[src/rtl/regstk3_pkg.sv]
package regstk3_pkg;

    typedef enum logic [3:0] {
        OP_HOLD,
        OP_LOAD,
        OP_DUP,
        OP_SWP,
        OP_ROT,
        OP_BSWAP,
        OP_NROT,
        OP_TAI,
        OP_TIA,
        OP_XAI,
        OP_PUSH,
        OP_POP
    } stk_op_e;

endpackage

[src/rtl/regstk3_decode.sv]
module regstk3_decode
    import regstk3_pkg::*;
#(
    parameter int ACC_VARIANT = 1
) (
    input  logic    dup_op,
    input  logic    swp_op,
    input  logic    rot_op,
    input  logic    ld_en,
    input  logic    push_op,
    input  logic    pop_op,
    input  logic    wide,
    input  logic    indir,
    output stk_op_e op
);
    localparam bit IS_ACC = (ACC_VARIANT != 0);

    // fixed priority dup > swp > rot > push > pop > load
    always_comb begin
        op = OP_HOLD;
        if (dup_op) begin
            if (IS_ACC && indir && wide)  op = OP_XAI;
            else if (IS_ACC && indir)     op = OP_TAI;
            else if (IS_ACC && wide)      op = OP_TIA;
            else                          op = OP_DUP;
        end else if (swp_op) begin
            op = (IS_ACC && indir) ? OP_BSWAP : OP_SWP;
        end else if (rot_op) begin
            op = (IS_ACC && indir) ? OP_NROT : OP_ROT;
        end else if (!IS_ACC && push_op) begin
            op = OP_PUSH;
        end else if (!IS_ACC && pop_op) begin
            op = OP_POP;
        end else if (ld_en) begin
            op = OP_LOAD;
        end
    end

endmodule

[src/rtl/regstk3_step.sv]
module regstk3_step #(
    parameter int WIDTH = 16
) (
    input  logic [WIDTH-1:0] val,
    input  logic             down,
    input  logic             wide,
    output logic [WIDTH-1:0] res
);
    localparam int HALF = WIDTH / 2;

    logic [WIDTH-1:0] full_r;
    logic [HALF-1:0]  low_r;

    always_comb begin
        full_r = down ? (val - 1'b1) : (val + 1'b1);
        low_r  = down ? (val[HALF-1:0] - 1'b1) : (val[HALF-1:0] + 1'b1);
        res    = wide ? full_r : {{(WIDTH-HALF){1'b0}}, low_r};
    end

endmodule

[src/rtl/regstk3_next.sv]
module regstk3_next
    import regstk3_pkg::*;
#(
    parameter int WIDTH = 16
) (
    input  stk_op_e          op,
    input  logic             wide,
    input  logic [WIDTH-1:0] tos_q,
    input  logic [WIDTH-1:0] nos_q,
    input  logic [WIDTH-1:0] bos_q,
    input  logic [WIDTH-1:0] ld_data,
    input  logic [WIDTH-1:0] ip_in,
    input  logic [WIDTH-1:0] inc_v,
    input  logic [WIDTH-1:0] dec_v,
    output logic [WIDTH-1:0] tos_d,
    output logic [WIDTH-1:0] nos_d,
    output logic [WIDTH-1:0] bos_d,
    output logic             ip_wr,
    output logic [WIDTH-1:0] ip_dout
);
    localparam int HALF = WIDTH / 2;

    logic [WIDTH-1:0] ld_sized;

    always_comb begin
        ld_sized = wide ? ld_data : {{(WIDTH-HALF){1'b0}}, ld_data[HALF-1:0]};
    end

    always_comb begin
        tos_d   = tos_q;
        nos_d   = nos_q;
        bos_d   = bos_q;
        ip_wr   = 1'b0;
        ip_dout = tos_q;
        unique case (op)
            OP_HOLD:  ;
            OP_LOAD:  tos_d = ld_sized;
            OP_DUP:   begin nos_d = tos_q; bos_d = nos_q; end
            OP_SWP:   begin tos_d = nos_q; nos_d = tos_q; end
            OP_ROT:   begin tos_d = nos_q; nos_d = bos_q; bos_d = tos_q; end
            OP_BSWAP: tos_d = {tos_q[HALF-1:0], tos_q[WIDTH-1:HALF]};
            OP_NROT:  tos_d = {tos_q[3:0], tos_q[WIDTH-1:4]};
            OP_TAI:   ip_wr = 1'b1;
            OP_TIA:   tos_d = ip_in;
            OP_XAI:   begin tos_d = ip_in; ip_wr = 1'b1; end
            OP_PUSH:  tos_d = dec_v;
            OP_POP:   tos_d = inc_v;
            default:  ;
        endcase
    end

endmodule

[src/rtl/regstk3.sv]
module regstk3
    import regstk3_pkg::*;
#(
    parameter int WIDTH       = 16,
    parameter int ACC_VARIANT = 1
) (
    input  logic             clk,
    input  logic             rst_n,
    input  logic             ld_en,
    input  logic [WIDTH-1:0] ld_data,
    input  logic             dup_op,
    input  logic             swp_op,
    input  logic             rot_op,
    input  logic             wide,
    input  logic             indir,
    input  logic             push_op,
    input  logic             pop_op,
    input  logic [WIDTH-1:0] ip_in,
    output logic             ip_wr,
    output logic [WIDTH-1:0] ip_dout,
    output logic [WIDTH-1:0] tos,
    output logic [WIDTH-1:0] nos,
    output logic [WIDTH-1:0] bos
);
    localparam bit IS_ACC = (ACC_VARIANT != 0);

    stk_op_e          op;
    logic [WIDTH-1:0] tos_q, nos_q, bos_q;
    logic [WIDTH-1:0] tos_d, nos_d, bos_d;
    logic [WIDTH-1:0] inc_v, dec_v;

    regstk3_decode #(.ACC_VARIANT(ACC_VARIANT)) u_dec (
        .dup_op (dup_op),
        .swp_op (swp_op),
        .rot_op (rot_op),
        .ld_en  (ld_en),
        .push_op(push_op),
        .pop_op (pop_op),
        .wide   (wide),
        .indir  (indir),
        .op     (op)
    );

    generate
        if (IS_ACC) begin : g_acc
            assign inc_v = tos_q;
            assign dec_v = tos_q;
        end else begin : g_ptr
            regstk3_step #(.WIDTH(WIDTH)) u_up (
                .val(tos_q), .down(1'b0), .wide(wide), .res(inc_v)
            );
            regstk3_step #(.WIDTH(WIDTH)) u_dn (
                .val(tos_q), .down(1'b1), .wide(wide), .res(dec_v)
            );
        end
    endgenerate

    regstk3_next #(.WIDTH(WIDTH)) u_next (
        .op     (op),
        .wide   (wide),
        .tos_q  (tos_q),
        .nos_q  (nos_q),
        .bos_q  (bos_q),
        .ld_data(ld_data),
        .ip_in  (ip_in),
        .inc_v  (inc_v),
        .dec_v  (dec_v),
        .tos_d  (tos_d),
        .nos_d  (nos_d),
        .bos_d  (bos_d),
        .ip_wr  (ip_wr),
        .ip_dout(ip_dout)
    );

    // asynchronous clear
    always_ff @(posedge clk or negedge rst_n) begin
        if (!rst_n) begin
            tos_q <= '0;
            nos_q <= '0;
            bos_q <= '0;
        end else begin
            tos_q <= tos_d;
            nos_q <= nos_d;
            bos_q <= bos_d;
        end
    end

    assign tos = tos_q;
    assign nos = nos_q;
    assign bos = bos_q;

endmodule

[config.mk]
export PLATFORM = sky130hd
export DESIGN_NAME = regstk3
export DESIGN_NICKNAME = d
export VERILOG_FILES = /design/src/rtl/regstk3_pkg.sv /design/src/rtl/regstk3_decode.sv /design/src/rtl/regstk3_step.sv /design/src/rtl/regstk3_next.sv /design/src/rtl/regstk3.sv
export SDC_FILE = /design/constraint.sdc
export NUM_CORES = 1
export LEC_CHECK = 0
export ABC_AREA = 0
export BUFFER_PORTS_ARGS = -buffer_cell sky130_fd_sc_hd__buf_2
export CORE_AREA = 2 2 78 80
export DETAILED_ROUTE_END_ITERATION = 12
export DIE_AREA = 0 0 80 82
export PLACE_DENSITY = 0.89
export SYNTH_ARGS = -nofsm -noshare
export SYNTH_HDL_FRONTEND = slang
export SYNTH_SLANG_ARGS = --single-unit
[constraint.sdc]
create_clock -name clk -period 1.1 [get_ports clk]
set_input_delay 0.11 -clock clk [delete_from_list [all_inputs] [get_ports clk]]
set_output_delay 0.11 -clock clk [all_outputs]
set_load 0.005 [all_outputs]
==> results.json, run 1 <==
{
  "use_met1_pct": 38.7,
  "antenna_left": 0,
  "initial_core_util_pct": 47.4,
  "final_util_pct": 69.7,
  "hold_end": "tos[13]",
  "dieHeight_microns": 82,
  "grt_setup_unrepaired": "yes",
  "firstDrtPassIters": 6,
  "io_pins": 107,
  "synthSimpleGateAreaFrac_pct": 12.9,
  "antenna_found_initial": 0,
  "drc_errors": 0,
  "area_growth_pct": 47.1,
  "htree_levels": 2,
  "final_hold_viol_count": 0,
  "hp-class": "in2reg",
  "drive_gt1_share_pct": 49.4,
  "grt_overflow": 0,
  "synthAdderAreaFrac_pct": 0,
  "clk_pin_slew_ns": 0.09,
  "hold_depth": 3,
  "p_int_mw": 3.82,
  "tightest_slew_ns": 0.670,
  "syn_area_per_cell_sq_um": 9.86,
  "routed_wl_microns": 9720,
  "setup_viol": 34,
  "grt_pass1_vias": 2556,
  "tritoncts": "yes",
  "dp_hpwl_microns": 6160,
  "crit_type": "in2reg",
  "netlist_area_sq_um": 2720,
  "synth_edf_count": 0,
  "synth_seq_cells": 48,
  "r2r_cells": 2,
  "clkLatencyLatePin_ns": 0.31,
  "track_usage_pct": 26.8,
  "setup_tns_ns": -1.15,
  "fp.dieArea_sq_um": 6560,
  "clock_path_buffers": 2,
  "drt_iter0_markers": 416,
  "gp_congestion": 0.879,
  "period_needed_ns": 1.20,
  "antennaDiodeCount": 0,
  "synthXorXnorAreaFrac_pct": 0,
  "async_flop_share_pct": 100,
  "hp-start": "ip_in[13]",
  "layout.nets": 454,
  "rrSetupSlack_ns": -0.03,
  "grt_pass1_wl_microns": 13300,
  "vias": 2898,
  "syn_inst": 276,
  "pwr-share-clk_pct": 18.9,
  "ys_types": 37,
  "p_seq_share_pct": 44.4,
  "critPathCaptureType": "register",
  "skew_ns": 0.00734,
  "rows": 28,
  "violations": "setup timing",
  "period_share_pct": 109,
  "worst_setup_path_start_kind": "primary input",
  "grt_util_met2_pct": 42.3,
  "reg2reg_to": "tos[6]",
  "vdd_drop_max_uv": 755,
  "slew_viol_final": 0,
  "wire_per_inst_microns": 19.9,
  "synthTopCellsByCount": "dfrtp_1 (48), nand2_1 (37), nor2_1 (30)",
  "globalRoute.busiestLayer": "met2",
  "r2r-start": "nos[6]",
  "ys.flop_type": "dfrtp_1",
  "synth_top_family_by_area": "compound AO/OA/AOI/OAI gates",
  "relSlewSlack_pct": 55.1,
  "grt_max_degree": 49,
  "switching_power_mw": 2.06,
  "powerDensity_nw_per_um2": 1470,
  "status": "complete, but fails checks",
  "dieWidth_microns": 80,
  "yosysWarnings": 0,
  "netlist_top_cells_area": "dfrtp_1 (44%), a22oi_1 (8.0%), mux2i_1 (7.7%), buf_4 (5.2%), nand2_1 (5.1%)",
  "leakage_nw": 1.86,
  "io_buffers": 104,
  "root_buffer": "clkbuf_8",
  "arrival_ns": 1.43,
  "p_comb_share_pct": 36.6,
  "synth-compound-area-share_pct": 25.6,
  "synth.top_cell.area_share_pct": 44.1,
  "core_area_sq_um": 5750,
  "syn_nets": 318,
  "fillers": 412,
  "clock_sinks": 48,
  "worstPathRequired_ns": 1.33,
  "synth_seq_area_share_pct": 44.1,
  "yosys.area.top_type": "dfrtp_1",
  "viasPerCell": 5.94,
  "swShare_pct": 35.1,
  "cp_max_fo": 6,
  "cts_made_buffers": 5,
  "p_total_mw": 5.88,
  "cap_violations": 0,
  "final.setup.worst_slack_ns": -0.103,
  "yosysMostFrequentCell": "dfrtp_1",
  "timing.fmax_mhz": 831,
  "synthMuxAreaShare_pct": 7.72,
  "grtUsageMet3_pct": 4.73
}
per-layer routing:
layer	routed length [microns]	vias up	share of wire, %
met3	786	27	8.1
met1	3960	1383	41
li1	-	1277	-
met4	204	0	2.1
met2	4760	211	49
met5	0	-	0
flip-flops by register name, summed over array words and instances, names as in the netlist:
register  flops
bos          16
nos          16
tos          16
through the flow:
stage / worst slack [ns] / hold slack [ns] / area, sq um / instances
after global placement: -0.563 / 0.113 / 3520 / 463
final: -0.103 / 0.0587 / 4000 / 488
after global routing: -0.143 / 0.0976 / 4000 / 488
after detailed placement: -0.652 / 0.115 / 3520 / 463
after floorplan: -0.271 / -0.186 / 2750 / 276
after CTS: -0.0409 / 0.0599 / 3750 / 479
what timing repair did:
item,4_1_cts,5_1_grt
hold endpoints to repair,48,0
hold buffers,1,0
buffers inserted,6,8
pin swaps,2,6
cloned,1,1
resized for setup,16,40
endpoints found under the setup margin,35,61
area by class of cell:
class | instances | area [sq um] | area share (%)
Clock buffer | 8 | 90.1 | 2.25
Tap cell | 75 | 93.8 | 2.34
Multi-Input combinational cell | 191 | 1360 | 34.0
Inverter | 2 | 7.51 | 0.188
Sequential cell | 48 | 1210 | 30.1
Timing Repair Buffer | 164 | 1240 | 31.0
worst max-delay path by stage:
stage,from,to,slack (ns),cells after the start
6_report,swp_op,tos[1],-0.10,7
3_3_place_gp,rot_op,tos[8],-0.56,6
5_1_grt,swp_op,tos[6],-0.14,6
2_1_floorplan,dup_op,bos[10],-0.27,6
3_5_place_dp,rot_op,tos[9],-0.65,6
4_1_cts,swp_op,nos[12],-0.04,7
power groups by stage:
stage,combinational (mW),sequential [mW],clock [mW]
after floorplan,0.890,2.57,0
after global placement,1.72,2.55,0
after detailed placement,1.77,2.57,0
after CTS,1.86,2.55,1.11
after global routing,2.33,2.65,1.18
final,2.16,2.61,1.11
cell usage in the layout, fill, tap and decap left out, types with 6 or more instances in the layout:
cell type  netlist  final
buf_2            9     89
dfrtp_1         48     44
buf_4           19     39
nand2_1         37     37
nor2_1          30     30
a22oi_1         29     27
buf_6            2     25
mux2i_1         21     15
a21oi_2         14     14
a222oi_1         9      9
buf_12           1      9
a21oi_1          8      8
a31oi_1          6      6
clkbuf_8         0      6
worst max-delay path: stages:
cell and delay, ns:
buf_6 0.09, buf_4 0.14, or2_2 0.33, o31ai_4 0.28, buf_4 0.23, a221oi_1 0.06
o21ai_1 0.19
cells by family after synthesis:
family	after synthesis
muxes	21
and+or+nand+nor	79
DFF	48
AOI/OAI and AO/OA	91
buffers and inverters	37
(Power assumes the default switching activity.)
==> run 2, diff against run 1 <==
--- a/config.mk
+++ b/config.mk
@@ -10,7 +10,7 @@
 export CORE_AREA = 2 2 78 80
 export DETAILED_ROUTE_END_ITERATION = 12
 export DIE_AREA = 0 0 80 82
-export PLACE_DENSITY = 0.89
+export PLACE_DENSITY = 0.79
 export SYNTH_ARGS = -nofsm -noshare
 export SYNTH_HDL_FRONTEND = slang
 export SYNTH_SLANG_ARGS = --single-unit
==> run 2 against run 1 <==
Compared with the run above: the run still ends with setup timing left; global-route usage rose by 1.4 points; clock power barely moved; power fell by 0.43%; critical endpoint is now tos[2]; largest cell class unchanged; highest routed layer unchanged.
==> results.json, run 2 (same netlist as run 1, synthesis figures left out) <==
{
  "status": "complete, but fails checks",
  "violations": "setup timing",
  "firstDrtPassIters": 6,
  "placed_cells": 463,
  "dp_hpwl_microns": 6410,
  "antenna_found_initial": 0,
  "grt_setup_unrepaired": "yes",
  "grt_overflow": 0,
  "clkLatencyLatePin_ns": 0.30,
  "crit_buf_inv": 3,
  "gp_congestion": 0.864,
  "path_cells": "buf_2 -> buf_4 -> and3_1 -> buf_4 -> a222oi_1 -> o21ai_1",
  "critPathCaptureType": "register",
  "p_total_mw": 5.86,
  "cts_made_buffers": 5,
  "drive_gt1_share_pct": 51.4,
  "area_growth_pct": 47.5,
  "tritoncts": "yes",
  "fin_hold_ws_ns": 0.0641,
  "dieWidth_microns": 80,
  "rrSetupSlack_ns": -0.04,
  "final_hold_viol_count": 0,
  "antenna_left": 0,
  "skew_ns": 0.00807,
  "io_buffers": 104,
  "r2r_cells": 3,
  "critPathMaxStageDelay_ns": 0.38,
  "layout.nets": 457,
  "final.setup.worst_slack_ns": -0.0439,
  "powerDensity_nw_per_um2": 1460,
  "rows": 28,
  "r2r-start": "tos[6]",
  "htree_levels": 2,
  "vias": 2903,
  "root_buffer": "clkbuf_8",
  "crit_type": "in2reg",
  "drc_errors": 0,
  "setup_viol": 15,
  "worstSetupEndpoint": "tos[2]",
  "period_needed_ns": 1.14,
  "arrival_ns": 1.31,
  "slew_viol_final": 0,
  "wire_per_inst_microns": 19.2,
  "worstPathRequired_ns": 1.26,
  "final_common_cell": "buf_2",
  "routed_wl_microns": 9440,
  "track_usage_pct": 28.2,
  "tightest_slew_ns": 0.466,
  "crit_family": "compound AO/OA/AOI/OAI gates",
  "final_util_pct": 69.9,
  "hp-class": "in2reg",
  "final_cell_mix": "buf_2 (91), dfrtp_1 (42), buf_4 (40)",
  "crit_path_top_delay_cell": "a222oi_1",
  "critPathMostFrequentCell": "buf_4",
  "fin_cells": 491,
  "viasPerCell": 5.91,
  "cp_max_fo": 9,
  "reg2reg_to": "tos[2]",
  "clock_sinks": 48,
  "startpoint": "indir",
  "worst_setup_path_start_kind": "primary input",
  "timing.fmax_mhz": 874,
  "path_depth": 6,
  "grt_pass1_vias": 2759,
  "core_area_sq_um": 5750,
  "grt_pass1_wl_microns": 13900,
  "cap_violations": 0,
  "antennaDiodeCount": 0,
  "relSlewSlack_pct": 68.8,
  "clk_pin_slew_ns": 0.09,
  "dieHeight_microns": 82,
  "fp.dieArea_sq_um": 6560,
  "dp_slack_ns": -0.484,
  "initial_core_util_pct": 47.4,
  "period_share_pct": 104,
  "hold_depth": 3,
  "drt_iter0_markers": 358,
  "clock_path_buffers": 2,
  "vdd_drop_max_uv": 1130,
  "grt_max_degree": 17,
  "leakage_nw": 1.88,
  "io_pins": 107
}
==> run 2: final cells by class <==
| type | instances | area, sq um |
|---|---|---|
| sequential | 48 | 1210 |
| timing repair buffer | 167 | 1260 |
| tap | 75 | 93.8 |
| clock buffer | 8 | 90.1 |
| fill | 435 | 1730 |
| multi-input combinational | 191 | 1350 |
| inverter | 2 | 7.51 |
==> run 2: worst min-delay path by stage <==
stage | startpoint | endpoint | slack [ns]
2_1_floorplan | rst_n | bos[0] | -0.19
3_3_place_gp | rst_n | bos[11] | 0.04
3_5_place_dp | rst_n | bos[11] | 0.04
4_1_cts | ip_in[0] | tos[0] | 0.06
5_1_grt | ip_in[1] | tos[1] | 0.07
6_report | ip_in[1] | tos[1] | 0.06
==> run 2: layer usage <==
metal | global-route usage (%) | wire, microns | vias up
li1 | - | - | 1281
met1 | 38.7 | 3800 | 1397
met2 | 45.7 | 4550 | 199
met3 | 3.52 | 816 | 26
met4 | 11.5 | 273 | 0
met5 | 0 | 0 | -
==> run 2: worst min-delay path: stages <==
cell      delay [ns]
buf_2           0.08
a222oi_1        0.05
o21ai_1         0.08
==> run 2: metrics by stage <==
stage / TNS, ns / cell area (sq um)
floorplan: -8.66 / 2750
global placement: -13.97 / 3510
detailed placement: -16.14 / 3510
CTS: -0.353 / 3750
global route: -0.792 / 4020
finish: -0.196 / 4020
==> run 2: power by group <==
| group | switching [mW] | internal, mW |
|---|---|---|
| logic | 1.01 | 1.18 |
| registers | 0.431 | 2.15 |
| clock network | 0.576 | 0.514 |
| total | 2.02 | 3.84 |
==> run 2: repair_timing <==
action,in CTS,in global routing
setup endpoints to repair,41,74
pin swaps,4,12
hold buffers,1,0
endpoints found under the hold margin,11,0
buffers inserted,7,12
cloned,2,0
resized for setup,17,43
==> run 3, diff against run 2 <==
--- a/config.mk
+++ b/config.mk
@@ -10,7 +10,9 @@
 export CORE_AREA = 2 2 78 80
 export DETAILED_ROUTE_END_ITERATION = 12
 export DIE_AREA = 0 0 80 82
+export HOLD_SLACK_MARGIN = 0.08
 export PLACE_DENSITY = 0.79
+export SLEW_MARGIN = 20
 export SYNTH_ARGS = -nofsm -noshare
 export SYNTH_HDL_FRONTEND = slang
 export SYNTH_SLANG_ARGS = --single-unit
==> constraint.sdc (replaced) <==
create_clock -name clk -period 1.1 [get_ports clk]
set_input_delay 0.275 -clock clk [delete_from_list [all_inputs] [get_ports clk]]
set_output_delay 0.275 -clock clk [all_outputs]
set_load 0.005 [all_outputs]
==> run 3 against run 2 <==
Compared with the run above: the flow still finishes with violations (setup timing); via count increased by 21%; critical path depth unchanged; sequential power down 4%; non-clock buffer count is 61 higher; sequential share of layout area shrank 4.4 points; critical endpoint is now bos[0]; highest routed layer unchanged.
==> results.json, run 3 (same netlist as run 1, synthesis figures left out) <==
{
  "grt_overflow": 0,
  "core_area_sq_um": 5750,
  "vdd_drop_max_uv": 905,
  "clock_sinks": 48,
  "grt_pass1_vias": 3327,
  "layout.nets": 518,
  "grt_pass1_wl_microns": 17000,
  "crit_buf_inv": 2,
  "final_util_pct": 81.9,
  "critPathMaxStageDelay_ns": 0.46,
  "r2r_cells": 3,
  "hold_depth": 3,
  "cp_max_fo": 8,
  "skew_ns": 0.00870,
  "drc_errors": 0,
  "gp_congestion": 0.925,
  "fp.dieArea_sq_um": 6560,
  "rows": 28,
  "drive_gt1_share_pct": 63.2,
  "cts_made_buffers": 5,
  "io_pins": 107,
  "initial_core_util_pct": 47.4,
  "dieWidth_microns": 80,
  "crit_type": "in2reg",
  "p_seq_share_pct": 35.2,
  "swShare_pct": 35.9,
  "drt_iter0_markers": 497,
  "fillers": 299,
  "wire_per_inst_microns": 23.0,
  "io_buffers": 104,
  "firstDrtPassIters": 10,
  "final_cell_mix": "buf_4 (94), buf_2 (78), buf_6 (44)",
  "tritoncts": "yes",
  "p_int_mw": 4.51,
  "status": "complete, but fails checks",
  "grt_max_degree": 49,
  "clkLatencyLatePin_ns": 0.31,
  "rrSetupSlack_ns": -0.17,
  "final.setup.worst_slack_ns": -0.300,
  "tightest_slew_ns": 0.436,
  "fin_hold_ws_ns": 0.230,
  "path_cells": "buf_6 -> or3b_4 -> nor2_8 -> buf_12 -> mux2i_4 -> a21oi_2",
  "crit_family": "simple AND/OR/NAND/NOR gates",
  "antennaDiodeCount": 0,
  "hold_end": "tos[0]",
  "period_share_pct": 127,
  "critPathCaptureType": "register",
  "switching_power_mw": 2.53,
  "powerDensity_nw_per_um2": 1490,
  "final_common_cell": "buf_4",
  "dieHeight_microns": 82,
  "violations": "setup timing",
  "reg2reg_to": "tos[2]",
  "htree_levels": 2,
  "dp_hpwl_microns": 6140,
  "grt_setup_unrepaired": "yes",
  "antenna_left": 0,
  "p_comb_share_pct": 47.7,
  "antenna_found_initial": 0,
  "timing.fmax_mhz": 714,
  "setup_tns_ns": -12.63,
  "pwr-share-clk_pct": 17.1,
  "area_growth_pct": 73.0,
  "setup_viol": 105,
  "clk_pin_slew_ns": 0.10,
  "track_usage_pct": 34.8,
  "vias": 3527,
  "leakage_nw": 2.23,
  "clock_path_buffers": 2,
  "period_needed_ns": 1.40,
  "worst_setup_path_start_kind": "primary input",
  "arrival_ns": 1.60,
  "r2r-start": "tos[6]",
  "slew_viol_final": 0,
  "crit_path_top_delay_cell": "or3b_4",
  "relSlewSlack_pct": 70.9,
  "cap_violations": 0,
  "hp-class": "in2reg",
  "viasPerCell": 6.40,
  "root_buffer": "clkbuf_8",
  "final_hold_viol_count": 0,
  "hp-start": "ip_in[0]",
  "worstPathRequired_ns": 1.30,
  "p_total_mw": 7.04,
  "routed_wl_microns": 12700
}
[run 3: how the worst max path moves through the flow]
stage	start	end	depth (start not counted)
2_1_floorplan	dup_op	bos[10]	6
3_3_place_gp	rot_op	tos[8]	6
3_5_place_dp	rot_op	tos[14]	6
4_1_cts	dup_op	bos[7]	6
5_1_grt	swp_op	bos[0]	6
6_report	swp_op	bos[0]	6
[run 3: tightest hold or removal path, delay by kind of cell]
kind	cells	cell delay (ns)
AO/OA/AOI/OAI	2	0.14
buffers and inverters	1	0.09
[run 3: power groups by stage]
stage               clock (mW)  sequential [mW]  combinational [mW]
floorplan                    0             2.57               0.890
detailed placement           0             2.59                1.72
CTS                       1.18             2.40                2.74
global placement             0             2.58                1.67
global route              1.26             2.49                3.53
finish                    1.20             2.48                3.36
[run 3: layout make-up]
cell class,count,area (sq um),area share (%)
Timing Repair Buffer,228,1810,38.4
Sequential cell,48,1210,25.7
Tap cell,75,93.8,1.99
Multi-Input combinational cell,191,1490,31.6
Inverter,2,12.5,0.266
Clock buffer,7,96.3,2.05
[run 3: through the flow]
stage / area (sq um) / std cells / setup slack [ns]
floorplan: 2750 / 276 / -0.436
global placement: 3460 / 460 / -0.689
detailed placement: 3460 / 460 / -0.703
CTS: 4320 / 529 / -0.176
global route: 4710 / 551 / -0.297
finish: 4710 / 551 / -0.300
[run 3: layer usage]
metal / global-route usage (%) / part of all wire (%) / vias to the layer above
met5: 0 / 0 / -
met4: 22.5 / 7.8 / 0
met3: 7.47 / 12 / 105
met2: 56.7 / 47 / 349
met1: 41.9 / 33 / 1668
li1: - / - / 1405
[run 3: what timing repair did]
| item | in CTS | in global routing |
|---|---|---|
| endpoints found under the setup margin | 113 | 113 |
| endpoints found under the hold margin | 48 | 0 |
| resized for setup | 66 | 54 |
| setup buffers | 58 | 25 |
| pin swaps | 18 | 14 |
| gates cloned | 3 | 0 |
| hold buffers | 1 | 0 |
